`src/rtl/rbm_tile_pkg.sv`:
```
// Package: shared encodings for the RBM tile.
// Assumes: nothing beyond IEEE 1800-2017.
package rbm_tile_pkg;

    // Target of a write on the parameter port.
    typedef enum logic [1:0] {
        WK_WEIGHT = 2'b00,
        WK_VBIAS  = 2'b01,
        WK_HBIAS  = 2'b10,
        WK_NONE   = 2'b11
    } wr_kind_e;

    // Propagation direction.
    typedef enum logic {
        DIR_V2H = 1'b0,
        DIR_H2V = 1'b1
    } dir_e;

endpackage

```
`src/rtl/rbm_weight_store.sv`:
```
// Module: local parameter storage of one tile.
// Holds an N x N signed weight array, N visible biases and N hidden biases.
// A write addresses row/column of the weight array, or a bias index in the
// low address bits. Assumes N is a power of two. A write in a cycle where
// 'blocked' is high is dropped. Values are exposed as flat packed buses,
// element (r,c) at bits [(r*N+c)*WW +: WW].
module rbm_weight_store
    import rbm_tile_pkg::*;
#(
    parameter int N  = 4,
    parameter int WW = 8
) (
    input  logic              clk,
    input  logic              rst_n,
    input  logic              wr_en,
    input  logic              blocked,
    input  logic [1:0]        wr_kind,
    input  logic [2*$clog2(N)-1:0] wr_addr,
    input  logic [WW-1:0]     wr_data,
    output logic [N*N*WW-1:0] w_flat,
    output logic [N*WW-1:0]   vbias_flat,
    output logic [N*WW-1:0]   hbias_flat
);
    localparam int IW = $clog2(N);

    logic [WW-1:0] w_q     [N][N];
    logic [WW-1:0] vbias_q [N];
    logic [WW-1:0] hbias_q [N];

    logic [IW-1:0] row_idx;
    logic [IW-1:0] col_idx;
    logic          wr_ok;

    // Decode the address fields and the write qualification.
    always_comb begin
        row_idx = wr_addr[2*IW-1:IW];
        col_idx = wr_addr[IW-1:0];
        wr_ok   = wr_en && !blocked;
    end

    // Parameter registers: clear on reset, update on a qualified write.
    always_ff @(posedge clk) begin
        if (!rst_n) begin
            for (int r = 0; r < N; r++) begin
                vbias_q[r] <= '0;
                hbias_q[r] <= '0;
                for (int c = 0; c < N; c++) begin
                    w_q[r][c] <= '0;
                end
            end
        end else if (wr_ok) begin
            case (wr_kind_e'(wr_kind))
                WK_WEIGHT: w_q[row_idx][col_idx] <= wr_data;
                WK_VBIAS:  vbias_q[col_idx]      <= wr_data;
                WK_HBIAS:  hbias_q[col_idx]      <= wr_data;
                default:   ;
            endcase
        end
    end

    // Flatten storage onto the output buses.
    for (genvar r = 0; r < N; r++) begin : g_row
        assign vbias_flat[r*WW +: WW] = vbias_q[r];
        assign hbias_flat[r*WW +: WW] = hbias_q[r];
        for (genvar c = 0; c < N; c++) begin : g_col
            assign w_flat[(r*N+c)*WW +: WW] = w_q[r][c];
        end
    end

    // a write that coincides with a start leaves every stored value intact.
    p_write_blocked_r8: assert property (@(posedge clk) disable iff (!rst_n)
        (wr_en && blocked) |=> ($stable(w_flat) && $stable(vbias_flat) && $stable(hbias_flat)))
        else $error("write during start changed storage");

    // the unused write kind changes nothing.
    p_kind_none_r7: assert property (@(posedge clk) disable iff (!rst_n)
        (wr_en && wr_kind == 2'b11) |=> ($stable(w_flat) && $stable(vbias_flat) && $stable(hbias_flat)))
        else $error("write of kind none changed storage");

endmodule

```
`src/rtl/rbm_swap_cell.sv`:
```
// Module: one controlled-swap cell.
// With ctl low the two operands pass straight; with ctl high they trade
// places. Purely combinational; assumes nothing about operand content.
module rbm_swap_cell #(
    parameter int WW = 8
) (
    input  logic          ctl,
    input  logic [WW-1:0] a_in,
    input  logic [WW-1:0] b_in,
    output logic [WW-1:0] a_out,
    output logic [WW-1:0] b_out
);
    // Route each operand to its straight or crossed output.
    always_comb begin
        a_out = ctl ? b_in : a_in;
        b_out = ctl ? a_in : b_in;
    end
endmodule

```
`src/rtl/rbm_swap_net.sv`:
```
// Module: in-place transpose network.
// Places one swap cell on every off-diagonal pair (r<c), (N*N-N)/2 cells in
// total, all driven by the direction bit. Diagonal elements pass through.
// Output element (r,c) feeds product row r of output column c.
module rbm_swap_net #(
    parameter int N  = 4,
    parameter int WW = 8
) (
    input  logic              dir,
    input  logic [N*N*WW-1:0] w_flat,
    output logic [N*N*WW-1:0] sel_flat
);
    for (genvar r = 0; r < N; r++) begin : g_r
        for (genvar c = 0; c < N; c++) begin : g_c
            if (r == c) begin : g_diag
                // Diagonal weight is its own transpose.
                assign sel_flat[(r*N+c)*WW +: WW] = w_flat[(r*N+c)*WW +: WW];
            end else if (r < c) begin : g_pair
                // One cell serves both elements of the mirrored pair.
                rbm_swap_cell #(.WW(WW)) u_cell (
                    .ctl   (dir),
                    .a_in  (w_flat[(r*N+c)*WW +: WW]),
                    .b_in  (w_flat[(c*N+r)*WW +: WW]),
                    .a_out (sel_flat[(r*N+c)*WW +: WW]),
                    .b_out (sel_flat[(c*N+r)*WW +: WW])
                );
            end
        end
    end
endmodule

```
`src/rtl/rbm_mac_column.sv`:
```
// Module: gated products and adder tree for one output neuron.
// Each binary state gates its weight (state 1 passes it, 0 passes zero);
// a balanced tree sums the N sign-extended products, then the bias is added.
// Assumes N is a power of two and SW is wide enough for N+1 extreme terms.
module rbm_mac_column #(
    parameter int N  = 4,
    parameter int WW = 8,
    parameter int SW = 11
) (
    input  logic [N-1:0]    state,
    input  logic [N*WW-1:0] w_col,
    input  logic [WW-1:0]   bias,
    output logic [SW-1:0]   sum
);
    localparam int NODES = 2*N - 1;

    logic [SW-1:0] node [NODES];

    // Leaves: gated, sign-extended products.
    for (genvar r = 0; r < N; r++) begin : g_leaf
        logic [WW-1:0] wv;
        assign wv = w_col[r*WW +: WW];
        assign node[N-1+r] = state[r] ? {{(SW-WW){wv[WW-1]}}, wv} : '0;
    end

    // Inner nodes: each adds its two children.
    for (genvar k = 0; k < N-1; k++) begin : g_node
        assign node[k] = node[2*k+1] + node[2*k+2];
    end

    // Root plus sign-extended bias.
    assign sum = node[0] + {{(SW-WW){bias[WW-1]}}, bias};
endmodule

```
`src/rtl/rbm_tile.sv`:
```
// Module: bidirectional binary RBM tile (top).
// Local weight and bias storage, a transpose swap net selected by 'dir', one
// gated adder tree per output, and a result register. A start launches one
// computation; the registered sums and a one-cycle valid appear on the
// next cycle. Writes in a start cycle are ignored. Sync active-low reset.
module rbm_tile
    import rbm_tile_pkg::*;
#(
    parameter int N  = 4,
    parameter int WW = 8
) (
    input  logic                          clk,
    input  logic                          rst_n,
    input  logic                          start,
    input  logic                          dir,
    input  logic [N-1:0]                  state_in,
    input  logic                          wr_en,
    input  logic [1:0]                    wr_kind,
    input  logic [2*$clog2(N)-1:0]        wr_addr,
    input  logic [WW-1:0]                 wr_data,
    output logic [N*(WW+$clog2(N)+1)-1:0] sum_out,
    output logic                          sum_valid
);
    localparam int IW    = $clog2(N);
    localparam int SW    = WW + IW + 1;
    localparam int LO_BD = -(N + 1) * (2 ** (WW - 1));
    localparam int HI_BD = (N + 1) * (2 ** (WW - 1) - 1);

    logic [N*N*WW-1:0] w_flat;
    logic [N*N*WW-1:0] sel_flat;
    logic [N*WW-1:0]   vbias_flat;
    logic [N*WW-1:0]   hbias_flat;
    logic [N*WW-1:0]   bias_flat;
    logic [N*SW-1:0]   sum_d;
    logic [N*SW-1:0]   sum_q;
    logic              valid_q;

    rbm_weight_store #(.N(N), .WW(WW)) u_store (
        .clk        (clk),
        .rst_n      (rst_n),
        .wr_en      (wr_en),
        .blocked    (start),
        .wr_kind    (wr_kind),
        .wr_addr    (wr_addr),
        .wr_data    (wr_data),
        .w_flat     (w_flat),
        .vbias_flat (vbias_flat),
        .hbias_flat (hbias_flat)
    );

    rbm_swap_net #(.N(N), .WW(WW)) u_swap (
        .dir      (dir),
        .w_flat   (w_flat),
        .sel_flat (sel_flat)
    );

    // Bias of the destination layer: hidden for dir 0, visible for dir 1.
    assign bias_flat = (dir == DIR_H2V) ? vbias_flat : hbias_flat;

    for (genvar c = 0; c < N; c++) begin : g_out
        logic [N*WW-1:0] col_w;
        // Gather column c of the routed matrix, one element per source row.
        for (genvar r = 0; r < N; r++) begin : g_gather
            assign col_w[r*WW +: WW] = sel_flat[(r*N+c)*WW +: WW];
        end
        rbm_mac_column #(.N(N), .WW(WW), .SW(SW)) u_col (
            .state (state_in),
            .w_col (col_w),
            .bias  (bias_flat[c*WW +: WW]),
            .sum   (sum_d[c*SW +: SW])
        );

        // an all-zero input yields exactly the bias of that output.
        p_bias_only_r5: assert property (@(posedge clk) disable iff (!rst_n)
            (start && state_in == '0) |=>
                ($signed(sum_out[c*SW +: SW]) == $signed($past(bias_flat[c*WW +: WW]))))
            else $error("zero input did not give bias");

        // a valid sum always lies in the reachable range, never wrapped.
        p_no_overflow_r9: assert property (@(posedge clk) disable iff (!rst_n)
            sum_valid |-> (($signed(sum_out[c*SW +: SW]) >= LO_BD) &&
                           ($signed(sum_out[c*SW +: SW]) <= HI_BD)))
            else $error("sum out of range");
    end

    // Result register: capture sums on start, pulse valid one cycle later.
    always_ff @(posedge clk) begin
        if (!rst_n) begin
            sum_q   <= '0;
            valid_q <= 1'b0;
        end else begin
            valid_q <= start;
            if (start) begin
                sum_q <= sum_d;
            end
        end
    end

    assign sum_out   = sum_q;
    assign sum_valid = valid_q;

    // reset clears the result and the valid flag.
    p_reset_clears_r1: assert property (@(posedge clk)
        !rst_n |=> (!sum_valid && sum_out == '0))
        else $error("reset did not clear outputs");

    // valid follows a start by one cycle.
    p_valid_after_start_r2: assert property (@(posedge clk) disable iff (!rst_n)
        start |=> sum_valid)
        else $error("valid missing after start");

    // no valid without a start in the cycle before.
    p_valid_idle_r2: assert property (@(posedge clk) disable iff (!rst_n)
        !start |=> !sum_valid)
        else $error("valid without start");

    // the result holds between starts.
    p_hold_r10: assert property (@(posedge clk) disable iff (!rst_n)
        !start |=> $stable(sum_out))
        else $error("sum changed without start");

endmodule

```
`config.mk`:
```
export PLATFORM = sky130hd
export DESIGN_NAME = rbm_tile
export DESIGN_NICKNAME = d
export VERILOG_FILES = /design/src/rtl/rbm_tile_pkg.sv /design/src/rtl/rbm_weight_store.sv /design/src/rtl/rbm_swap_cell.sv /design/src/rtl/rbm_swap_net.sv /design/src/rtl/rbm_mac_column.sv /design/src/rtl/rbm_tile.sv
export SDC_FILE = /design/constraint.sdc
export NUM_CORES = 1
export LEC_CHECK = 0
export ABC_AREA = 1
export BUFFER_PORTS_ARGS = -buffer_cell sky130_fd_sc_hd__buf_2
export CORE_ASPECT_RATIO = 0.5
export CORE_MARGIN = 2
export CORE_UTILIZATION = 55
export CTS_CLUSTER_SIZE = 14
export DETAILED_ROUTE_END_ITERATION = 8
export PLACE_DENSITY_LB_ADDON = 0.15
export SLEW_MARGIN = 20
export SYNTH_ARGS = -nofsm -noshare
export SYNTH_HDL_FRONTEND = slang
export SYNTH_SLANG_ARGS = --single-unit
```
`constraint.sdc`:
```
create_clock -name clk -period 9.9 [get_ports clk]
set_input_delay 1.485 -clock clk [delete_from_list [all_inputs] [get_ports clk]]
set_output_delay 1.485 -clock clk [all_outputs]
set_load 0.005 [all_outputs]
```
==> flow_summary.ini <==
[run_status]
status = finished, final reports clean

[floorplanning]
core_um2 = 26700
initial_core_util = 0.5643
ios = 68
die_h_um = 121.0
num_rows = 42
die_area_um2 = 28810
fp.dieW_um = 238.0

[global_route]
gr-total-overflow = 0
grt_max_degree = 89
track_usage = 0.2913
antenna_found_initial = 0
first_global_vias = 10900
grt_pass1_wl_um = 62690

[finish]
nets = 1903
stdcell_count = 2098
regArea_um2 = 6666
nFillCells = 2314
area_delta_synth_final_pct = 8.514
multi_input_area_um2 = 7046
drive_above_1_share = 0.09221
diodes = 0

[clock_tree]
cts-root-buf = clkbuf_16
clk_pin_slew_ps = 70
clk_path_buf_depth = 3
h-tree-depth = 1
tritoncts = yes
clk_latency_ps = 560
post-cts-setup-buffers = 0
cts_sinks = 237
cts_resized = 0
ctsHoldBuffers = 0
cts-buffers-inserted = 23

[critical_path]
required_ps = 10340
setup.worst_path.end_class = flip-flop
arrival_ps = 6320
start_kind = primary input
crit_fanout = 55
path_class = primary input to flip-flop
rr_worst_depth = 16

[logic_synthesis]
ys_seq_elements = 237
synth_nets = 1871
yosysTopAreaCell = edfxtp_1
synth_area_per_cell_um2 = 8.861
netlist_instances = 1700
yosysTopAreaCellShare = 0.3828
synthTopCellsByCount = nor2_1, nand2_1, inv_1
yosys-top-cells-area = edfxtp_1, fa_1, nor2_1, nand2_1, inv_1
synth_edf_count = 192
ys_seq_area_frac = 0.4426
async_flop_share = 0
ys.flop_type = edfxtp_1
synth.most_common_cell = nor2_1
synth_cell_types = 35
synthesis.area_um2 = 15060
ys_warn_count = 0

[timing]
final_hold_viol_count = 0
setup_ws_ps = 4021
setup_violations = 0
rsz0062_at_grt = no
skew_ps = 17.89
timing.fmax_mhz = 170.1
final_max_slew_viol_count = 0
slew_headroom = 0.2510
tns_ps = 0
post-route-min-period_ps = 5879
tightestPinTransition_ps = 1112
post-route-period-util = 0.5938

[drt]
drt_pass1_iterations = 5
vias_per_cell = 5.397
vias = 11320
wl_um = 40640
drt_iter0_drc = 1320
remaining_drc_errors = 0
wl_per_cell_um = 19.37
postRouteAntennaNets = 0

[placed_design]
dp_hpwl_um = 30160
place_congestion = 0.9266
io_buffer_count = 67
dp_slack_ps = 3614
dpl.cell_count = 2059

[pwr]
ir_drop_v = 0.0001196
power.leakage_nw = 7.938
power_density_nw_per_um2 = 212.5

[flow_run]
cap_violations = 0

[min_path]
min_path_cells = 2
hold_path.class = flip-flop to flip-flop
[cell families after synthesis]
| family | count (synthesis) | synth area share |
|---|---|---|
| AO/OA/AOI/OAI | 217 | 0.07334 |
| XOR/XNOR | 15 | 0.008722 |
| adder cells (fa/ha/maj) | 148 | 0.1748 |
| buffers and inverters | 353 | 0.08971 |
| flip-flops | 237 | 0.4426 |
| multiplexers | 9 | 0.005981 |
| AND/OR/NAND/NOR | 721 | 0.2049 |
[metal layers]
| layer | GRT usage | up-vias | wire [um] |
|---|---|---|---|
| met5 | 0 | - | 0 |
| met4 | 0.04727 | 0 | 702 |
| met3 | 0.1005 | 47 | 5347 |
| met2 | 0.4165 | 609 | 16300 |
| met1 | 0.4349 | 5267 | 18290 |
| li1 | - | 5399 | - |
[state kept, by name, indices dropped and copies added, names as in the netlist]
signal / flops
sum_out: 44
sum_valid: 1
u_store.hbias_q: 32
u_store.vbias_q: 32
u_store.w_q: 128
[cell type report]
cell class                 count  area share
multi-input combinational   1110      0.4310
sequential                   237      0.4078
clock inverter                 9    0.005511
tap                          352     0.02694
clock buffer                  30     0.03934
inverter                     288     0.06637
timing repair buffer          72     0.02296
[where the power goes]
group | switching, W | leakage, nW | internal [W]
logic | 0.000862 | 5.37 | 0.000501
clock network | 0.000404 | 0.367 | 0.000488
registers | 0.0000458 | 2.20 | 0.00117
total | 0.00131 | 7.94 | 0.00216
[final timing paths]
kind                                                  startpoint                  endpoint  slack, ps
worst max register to register  u_store.w_q[2][25]$_SDFFCE_PN0P_   sum_out[7]$_SDFFE_PN0P_       5900
worst min-delay path                    sum_out[33]$_SDFFE_PN0P_  sum_out[33]$_SDFFE_PN0P_        500
worst max-delay path                                         dir  sum_out[10]$_SDFFE_PN0P_       4020
worst min register to register          sum_out[33]$_SDFFE_PN0P_  sum_out[33]$_SDFFE_PN0P_        500
[through the flow]
stage	total power, W	hold slack (ps)	utilization	area (um2)
floorplan	0.002171	487.0	-	15060
detailed placement	0.002569	489.9	0.5848	15610
CTS	0.003455	504.4	0.6123	16350
global placement	0.002534	474.7	0.5848	15610
finish	0.003474	504.3	0.6123	16350
global route	0.003712	536.4	0.6123	16350
[layout by cell type (no fill, tap or decap), types with 24 or more instances in the layout]
cell and n:
dfxtp_1 45, clkbuf_16 24, edfxtp_1 192, fa_1 104, inv_1 264, buf_2 66, nand3_1 48, nor2_1 338
a21oi_1 78, ha_1 44, nand2_1 289, o21ai_0 128
[worst max-delay path, stage by stage]
cell and delay (ps):
buf_4 230, inv_2 720, buf_4 590, o21ai_0 360, fa_1 680, fa_1 460
fa_1 540, inv_1 50, ha_1 320, nand2_1 120, inv_1 50, a21oi_1 240
nand3_1 160, nand2_1 90, nand3_1 70, nand2_1 90, inv_1 40
Power figures use the tool's default switching activity.
